$ cat src/rtl/bbap_pkg.sv
package bbap_pkg;
  typedef enum logic [1:0] {
    SEL_CNT_LO = 2'd0,
    SEL_CNT_HI = 2'd1,
    SEL_PRE_LO = 2'd2,
    SEL_PRE_HI = 2'd3
  } sel_e;
endpackage

$ cat src/rtl/bbap_decode.sv
module bbap_decode
  import bbap_pkg::*;
(
  input  logic       wr_en,
  input  logic       rd_en,
  input  logic       run_active,
  input  logic [1:0] acc_addr,
  output logic       pre_lo_wr,
  output logic       pre_hi_wr,
  output logic       cnt_hi_rd,
  output logic       rd_take,
  output logic       rd_blocked,
  output sel_e       rd_sel
);
  logic wr_ok;
  logic rd_req;

  always_comb begin
    rd_sel     = sel_e'(acc_addr);
    wr_ok      = wr_en && !run_active;
    rd_req     = rd_en && !wr_en;          // write wins over a same-cycle read
    pre_lo_wr  = wr_ok && (rd_sel == SEL_PRE_LO);
    pre_hi_wr  = wr_ok && (rd_sel == SEL_PRE_HI);
    rd_take    = rd_req && !run_active;
    rd_blocked = rd_req && run_active;
    cnt_hi_rd  = rd_take && (rd_sel == SEL_CNT_HI);
  end
endmodule

$ cat src/rtl/bbap_store.sv
module bbap_store #(
  parameter int BYTE_W = 8,
  localparam int WORD_W = 2 * BYTE_W
) (
  input  logic              clk,
  input  logic              rst,
  input  logic              pre_lo_wr,
  input  logic              pre_hi_wr,
  input  logic              cnt_hi_rd,
  input  logic [BYTE_W-1:0] wr_data,
  input  logic [BYTE_W-1:0] cnt_lo,
  output logic [BYTE_W-1:0] buf_q,
  output logic [WORD_W-1:0] pre_q
);
  always_ff @(posedge clk) begin
    if (rst) begin
      buf_q <= '0;
      pre_q <= '0;
    end else begin
      if (pre_lo_wr)      buf_q <= wr_data;
      else if (cnt_hi_rd) buf_q <= cnt_lo;
      if (pre_hi_wr)      pre_q <= {wr_data, buf_q};
    end
  end

  p_lo_wr_keeps_pre_r2: assert property (@(posedge clk) disable iff (rst)
    pre_lo_wr |=> $stable(pre_q));
  p_hi_wr_commit_r3: assert property (@(posedge clk) disable iff (rst)
    pre_hi_wr |=> pre_q == {$past(wr_data), $past(buf_q)});
  p_cnt_hi_capture_r4: assert property (@(posedge clk) disable iff (rst)
    cnt_hi_rd |=> buf_q == $past(cnt_lo));
endmodule

$ cat src/rtl/bbap_readback.sv
module bbap_readback
  import bbap_pkg::*;
#(
  parameter int BYTE_W = 8,
  localparam int WORD_W = 2 * BYTE_W
) (
  input  logic              clk,
  input  logic              rst,
  input  logic              rd_take,
  input  logic              rd_blocked,
  input  sel_e              rd_sel,
  input  logic [BYTE_W-1:0] buf_q,
  input  logic [BYTE_W-1:0] cnt_hi,
  input  logic [WORD_W-1:0] pre_q,
  output logic [BYTE_W-1:0] rd_data
);
  always_ff @(posedge clk) begin
    if (rst || rd_blocked) begin
      rd_data <= '0;
    end else if (rd_take) begin
      case (rd_sel)
        SEL_CNT_LO: rd_data <= buf_q;
        SEL_CNT_HI: rd_data <= cnt_hi;
        SEL_PRE_LO: rd_data <= pre_q[BYTE_W-1:0];
        default:    rd_data <= pre_q[WORD_W-1:BYTE_W];
      endcase
    end
  end

  p_hold_r10: assert property (@(posedge clk) disable iff (rst)
    (!rd_take && !rd_blocked) |=> $stable(rd_data));
  p_blocked_zero_r8: assert property (@(posedge clk) disable iff (rst)
    rd_blocked |=> rd_data == '0);
  p_cnt_lo_buf_r5: assert property (@(posedge clk) disable iff (rst)
    (rd_take && rd_sel == SEL_CNT_LO) |=> rd_data == $past(buf_q));
endmodule

$ cat src/rtl/bytebuf_access_port.sv
module bytebuf_access_port
  import bbap_pkg::*;
#(
  parameter int BYTE_W = 8,
  localparam int WORD_W = 2 * BYTE_W
) (
  input  logic              clk,
  input  logic              rst,
  input  logic [1:0]        acc_addr,
  input  logic              wr_en,
  input  logic              rd_en,
  input  logic [BYTE_W-1:0] wr_data,
  output logic [BYTE_W-1:0] rd_data,
  input  logic              run_active,
  input  logic [WORD_W-1:0] cnt_value,
  output logic [WORD_W-1:0] reload_value
);
  logic              pre_lo_wr, pre_hi_wr, cnt_hi_rd, rd_take, rd_blocked;
  sel_e              rd_sel;
  logic [BYTE_W-1:0] buf_q;

  bbap_decode u_decode (
    .wr_en      (wr_en),
    .rd_en      (rd_en),
    .run_active (run_active),
    .acc_addr   (acc_addr),
    .pre_lo_wr  (pre_lo_wr),
    .pre_hi_wr  (pre_hi_wr),
    .cnt_hi_rd  (cnt_hi_rd),
    .rd_take    (rd_take),
    .rd_blocked (rd_blocked),
    .rd_sel     (rd_sel)
  );

  bbap_store #(.BYTE_W(BYTE_W)) u_store (
    .clk       (clk),
    .rst       (rst),
    .pre_lo_wr (pre_lo_wr),
    .pre_hi_wr (pre_hi_wr),
    .cnt_hi_rd (cnt_hi_rd),
    .wr_data   (wr_data),
    .cnt_lo    (cnt_value[BYTE_W-1:0]),
    .buf_q     (buf_q),
    .pre_q     (reload_value)
  );

  bbap_readback #(.BYTE_W(BYTE_W)) u_readback (
    .clk        (clk),
    .rst        (rst),
    .rd_take    (rd_take),
    .rd_blocked (rd_blocked),
    .rd_sel     (rd_sel),
    .buf_q      (buf_q),
    .cnt_hi     (cnt_value[WORD_W-1:BYTE_W]),
    .pre_q      (reload_value),
    .rd_data    (rd_data)
  );

  p_reset_clear_r1: assert property (@(posedge clk)
    rst |=> (rd_data == '0 && reload_value == '0));
  p_run_freezes_r7: assert property (@(posedge clk) disable iff (rst)
    (run_active && !rd_en) |=> $stable(reload_value) && $stable(buf_q));
  p_run_read_zero_r8: assert property (@(posedge clk) disable iff (rst)
    (run_active && rd_en && !wr_en) |=> rd_data == '0);
  p_cnt_hi_read_r4: assert property (@(posedge clk) disable iff (rst)
    (!run_active && rd_en && !wr_en && acc_addr == 2'd1) |=> rd_data == $past(cnt_value[WORD_W-1:BYTE_W]));
  p_wr_priority_r9: assert property (@(posedge clk) disable iff (rst)
    (wr_en && rd_en) |=> $stable(rd_data));
  p_cnt_wr_ignored_r11: assert property (@(posedge clk) disable iff (rst)
    (wr_en && !acc_addr[1]) |=> $stable(reload_value) && $stable(buf_q));
endmodule

$ cat config.mk
export PLATFORM = sky130hd
export DESIGN_NAME = bytebuf_access_port
export DESIGN_NICKNAME = d
export VERILOG_FILES = /design/src/rtl/bbap_pkg.sv /design/src/rtl/bbap_decode.sv /design/src/rtl/bbap_store.sv /design/src/rtl/bbap_readback.sv /design/src/rtl/bytebuf_access_port.sv
export SDC_FILE = /design/constraint.sdc
export NUM_CORES = 1
export LEC_CHECK = 0
export ABC_AREA = 0
export BUFFER_PORTS_ARGS = -buffer_cell sky130_fd_sc_hd__clkbuf_2
export CORE_MARGIN = 4
export CORE_UTILIZATION = 30
export DETAILED_ROUTE_END_ITERATION = 8
export MAX_ROUTING_LAYER = met4
export RECOVER_POWER = 25
export SLEW_MARGIN = 40
export SYNTH_ARGS = -nofsm -noshare
export SYNTH_HDL_FRONTEND = slang
export SYNTH_HIERARCHICAL = 1
export SYNTH_SLANG_ARGS = --single-unit
$ cat constraint.sdc
create_clock -name clk -period 1.5 [get_ports clk]
set_input_delay 0.15 -clock clk [delete_from_list [all_inputs] [get_ports clk]]
set_output_delay 0.15 -clock clk [all_outputs]
set_load 0.03 [all_outputs]
# Word-level counts from Yosys, hierarchy flattened
# Index checks and enable logic that the tools add are counted.
# op_classes
n_eq_ne,3
mux,3
n_reduce_logical,12
# ops
operator,count
case mux 8 bit (3 select lines),1
two-way mux 8 bit,2
logical AND 1 bit,7
== test 2 bit (second input constant),2
== test 2 x 1 -> 1 bit (second input constant),1
logical NOT 1 bit,2
logical NOT 2 bit,1
nonzero test 2 bit,1
logical OR 1 bit,1
# totals
reg_bits,32
input_bits,31
out_inout_bits,24
elab_cells,21

# Longest topological paths before layout
# depth
ltp_word,6
mapped_depth,6
mapped_depth_nobuf,5

# Cells and area by module
# The synthesis kept the hierarchy.
# by_module_without_submodules
mod,instances,cells_per_inst,area_each_um2,seq_area_each_um2
bbap_store,1,86,940.9,480.5
bbap_readback,1,47,485.5,160.2
bbap_decode,1,11,56.3,0.0

# Worst setup path before layout
# Ideal clock, no wire load.
# synth_path
kind,in2reg
start,in wr_en
end,reg u_readback.rd_data[0]
setup_time_ns,0.059
arrival_time_ns,1.265
required_ns,1.441
slack_ns,0.176
cell_stages,6
n_path_buf,1
cell_sequence,nand2b_1 > nor2_1 > or4b_4 > buf_6 > o22ai_1 > a21o_1
# synth_between
elab_cells_between_ends,5
classes_between,reduce/logical: 5
# synth_rtl
item,line,text
start: declaration,bytebuf_access_port.sv:10,"input logic wr_en,"
logical NOT 1 bit,bbap_decode.sv:21,rd_req = rd_en && !wr_en;
logical AND 1 bit,bbap_decode.sv:21,
logical AND 1 bit,bbap_decode.sv:24,rd_take = rd_req && !run_active;
net rd_take,bytebuf_access_port.sv:18,"logic pre_lo_wr, pre_hi_wr, cnt_hi_rd, rd_take, rd_blocked;"
end signal: assignment,bbap_readback.sv:22,SEL_CNT_LO: rd_data <= buf_q;
end signal: assignment,bbap_readback.sv:23,SEL_CNT_HI: rd_data <= cnt_hi;
end signal: assignment,bbap_readback.sv:24,SEL_PRE_LO: rd_data <= pre_q[BYTE_W-1:0];
end: declaration,bbap_readback.sv:15,output logic [BYTE_W-1:0] rd_data
# The timed path passes the listed nets, and every way through them passes these cells.
# A chain may end at the register's enable or synchronous reset.

# Final worst setup path
# layout_path
start,in wr_en
end,reg u_readback.rd_data[3]
# Same word-level chain as after synthesis.

==> results.json <==
{
  "outcome": "finished clean",
  "fmax_ghz": 0.764,
  "p_leak_nw": 0.892,
  "grt_pass1_wl_um": 6070,
  "cts_setup_buffers": 0,
  "portBuffers": 54,
  "pwr_density_cell_nw_per_um2": 1010,
  "worstPathRequired_ns": 1.73,
  "synth_cell_types": 20,
  "hold_class": "primary input to register",
  "synth-seq-cells": 32,
  "dpl.cell_count": 262,
  "place_area_um2": 1850,
  "seq_power_share_pct": 44.6,
  "initial_core_util_pct": 31.2,
  "root_buffer": "clkbuf_8",
  "dp_hpwl_um": 2820,
  "r2r_end": "u_readback/rd_data[5]",
  "synthesis.nets": 175,
  "clk_latency_ns": 0.28,
  "crit_path_start_kind": "primary input",
  "p_sw_share_pct": 22.0,
  "startpoint": "wr_en",
  "max_stage_delay_ns": 0.68,
  "arrival_ns": 1.54,
  "die_x_um": 78.3,
  "track_usage_pct": 13.1,
  "finalNetCount": 233,
  "period_share_pct": 87.3,
  "row_count": 25,
  "netlist_instances": 144,
  "worstPathCellList": "clkbuf_2 > nand2b_1 > nor2_1 > or4bb_1 > o22ai_1 > a21o_1",
  "die_area_um2": 6130,
  "fp.dieH_um": 78.3,
  "drive_gt1_share_pct": 36.5,
  "cts_tree": "done",
  "netlist_area_um2": 1480,
  "setup_tns_ns": 0,
  "htree_levels": 2,
  "maxCapViolCount": 0,
  "regToRegSetupSlack_ns": 0.63,
  "drt-total-wl_um": 3840,
  "post-route-util_pct": 41.2,
  "intPower_mw": 1.54,
  "io_pins": 55,
  "seq_area_frac_synth_pct": 43.2,
  "clockBufferDepth": 2,
  "syn-mean-instance-area_um2": 10.3,
  "detail_route.wl_per_cell_um": 14.2,
  "yosysWarnings": 6,
  "synth_area_leader_cell": "dfxtp_1",
  "p_clk_share_pct": 45.8,
  "endpoint_kind": "register",
  "r2r_start": "u_store/pre_q[13]",
  "coreArea_um2": 4750,
  "setup_slack_ns": 0.191,
  "cp-endpoint": "u_readback/rd_data[3]",
  "crit_path_max_fanout": 8,
  "cp_slowest_cell": "or4bb_1",
  "p_switching_mw": 0.435,
  "grt_start_max_net_pins": 18,
  "pre_cts_ws_ns": -0.117,
  "routed-via-count": 1236,
  "synth_top_area_share_pct": 43.2,
  "grt_antenna_before_repair": 0,
  "finClkSkew_ns": 0.00408,
  "path_clk_slew_ns": 0.07,
  "period_needed_ns": 1.31,
  "setup_violations": 0,
  "final_cell_count_no_fill": 270,
  "place_congestion": 0.724,
  "synth_area_leaders": "dfxtp_1 43%, mux2i_1 27%, nor2_1 4.8%, a211oi_1 4.1%, a21o_1 3.5%",
  "grt_pass1_vias": 1229,
  "drcViolationCount": 0,
  "grt_remaining_overflow": 0,
  "ir_drop_v": 0.000370,
  "tightest_slew_ns": 0.573,
  "syn_to_final_growth_pct": 32.0,
  "diodes": 0,
  "hold_buffers": 0,
  "via_per_inst": 4.58,
  "final_hold_viol_count": 0,
  "ctsResizeCount": 0,
  "fin_area_um2": 1960,
  "cts_buffers": 5,
  "rsz0062_at_grt": "no",
  "cts_sinks": 32,
  "slew_headroom_pct": 61.8,
  "drtIter0Drc": 41,
  "pwr-share-comb_pct": 9.7,
  "first_pass_iters": 4,
  "setup.worst_path.class": "primary input to register",
  "r2r_cells": 3,
  "drtAntennaViolNets": 0,
  "slew_viol_final": 0
}
==> stage by stage <==
| step | hold WS [ns] | power, mW |
|---|---|---|
| CTS | 0.119 | 2.00 |
| floorplan | 0.223 | 1.01 |
| global placement | 0.410 | 1.09 |
| global route | 0.126 | 2.05 |
| detailed placement | 0.415 | 1.10 |
| finish | 0.121 | 1.98 |
==> worst max-delay path: cells and delay by family <==
kind	cells	cell delay (ns)
and+or+nand+nor	3	1.02
AOI/OAI and AO/OA	2	0.29
buffers and inverters	1	0.09
==> cell usage after synthesis <==
master / number
a211oi_1: 8
a21o_1: 7
buf_2: 4
buf_4: 2
buf_6: 3
buf_8: 1
clkbuf_1: 1
dfxtp_1: 32
inv_1: 1
inv_2: 1
mux2i_1: 40
nand2_1: 2
nand2b_1: 2
nor2_1: 19
nor2b_1: 8
nor3_1: 3
o221ai_1: 1
o22ai_1: 7
or4b_4: 1
or4bb_1: 1
==> layout by cell type (no fill, tap or decap), drive strengths merged, types with 2 or more instances in the layout <==
cell type / n
nand2b: 2
inv: 2
clkbuf: 62
buf: 7
nor3: 3
nand2: 2
nor2: 19
a21o: 7
a211oi: 8
mux2i: 40
o22ai: 7
dfxtp: 32
nor2b: 8
==> final cells by class <==
type | count | area, um2
fillers | 504 | 2800
multi-input cells | 99 | 759
flip-flops and latches | 32 | 641
repair buffers | 62 | 339
clock buffers | 7 | 96.3
well taps | 67 | 83.8
clock inverters | 1 | 30.0
inverters | 2 | 7.51
==> layer usage <==
layer  vias to the layer above  routed length, um  track usage [%]  part of all wire [%]
met5                         -                  0                -                     0
li1                        626                  -                -                     -
met4                         0                 68             5.24                   1.8
met2                        42               1830             20.7                    48
met1                       564               1690             15.3                    44
met3                         4                253             4.24                   6.6
==> how the worst min path moves through the flow <==
| stage | end | cells after the start | slack (ns) | from |
|---|---|---|---|---|
| after floorplan | u_store/buf_q[0] | 1 | 0.22 | rst |
| after CTS | u_store/pre_q[11] | 3 | 0.12 | wr_data[3] |
| after global routing | u_store/pre_q[10] | 3 | 0.13 | wr_data[2] |
| final | u_store/pre_q[11] | 3 | 0.12 | wr_data[3] |
| after global placement | u_store/pre_q[10] | 3 | 0.41 | wr_data[2] |
| after detailed placement | u_store/pre_q[11] | 3 | 0.41 | wr_data[3] |
==> state kept, by name, indices dropped and copies added, names as in the netlist <==
register / flops
u_readback/rd_data: 8
u_store/buf_q: 8
u_store/pre_q: 16
==> power by group through the flow <==
stage	registers, mW	logic, mW	clock network [mW]
final	0.881	0.191	0.904
after global routing	0.883	0.207	0.959
after CTS	0.881	0.196	0.922
after detailed placement	0.900	0.195	0
after global placement	0.900	0.194	0
after floorplan	0.913	0.0954	0
==> logic make-up (layout without fill, tap and decap cells) <==
kind of cell | count (synthesis) | in the layout | synth area share, %
AND/OR/NAND/NOR | 36 | 36 | 12.2
multiplexers | 40 | 40 | 27.0
flip-flops | 32 | 32 | 43.2
AO/OA/AOI/OAI | 23 | 23 | 11.1
buffers and inverters | 13 | 72 | 6.41
Note: power is estimated with default switching activity, not from simulation.
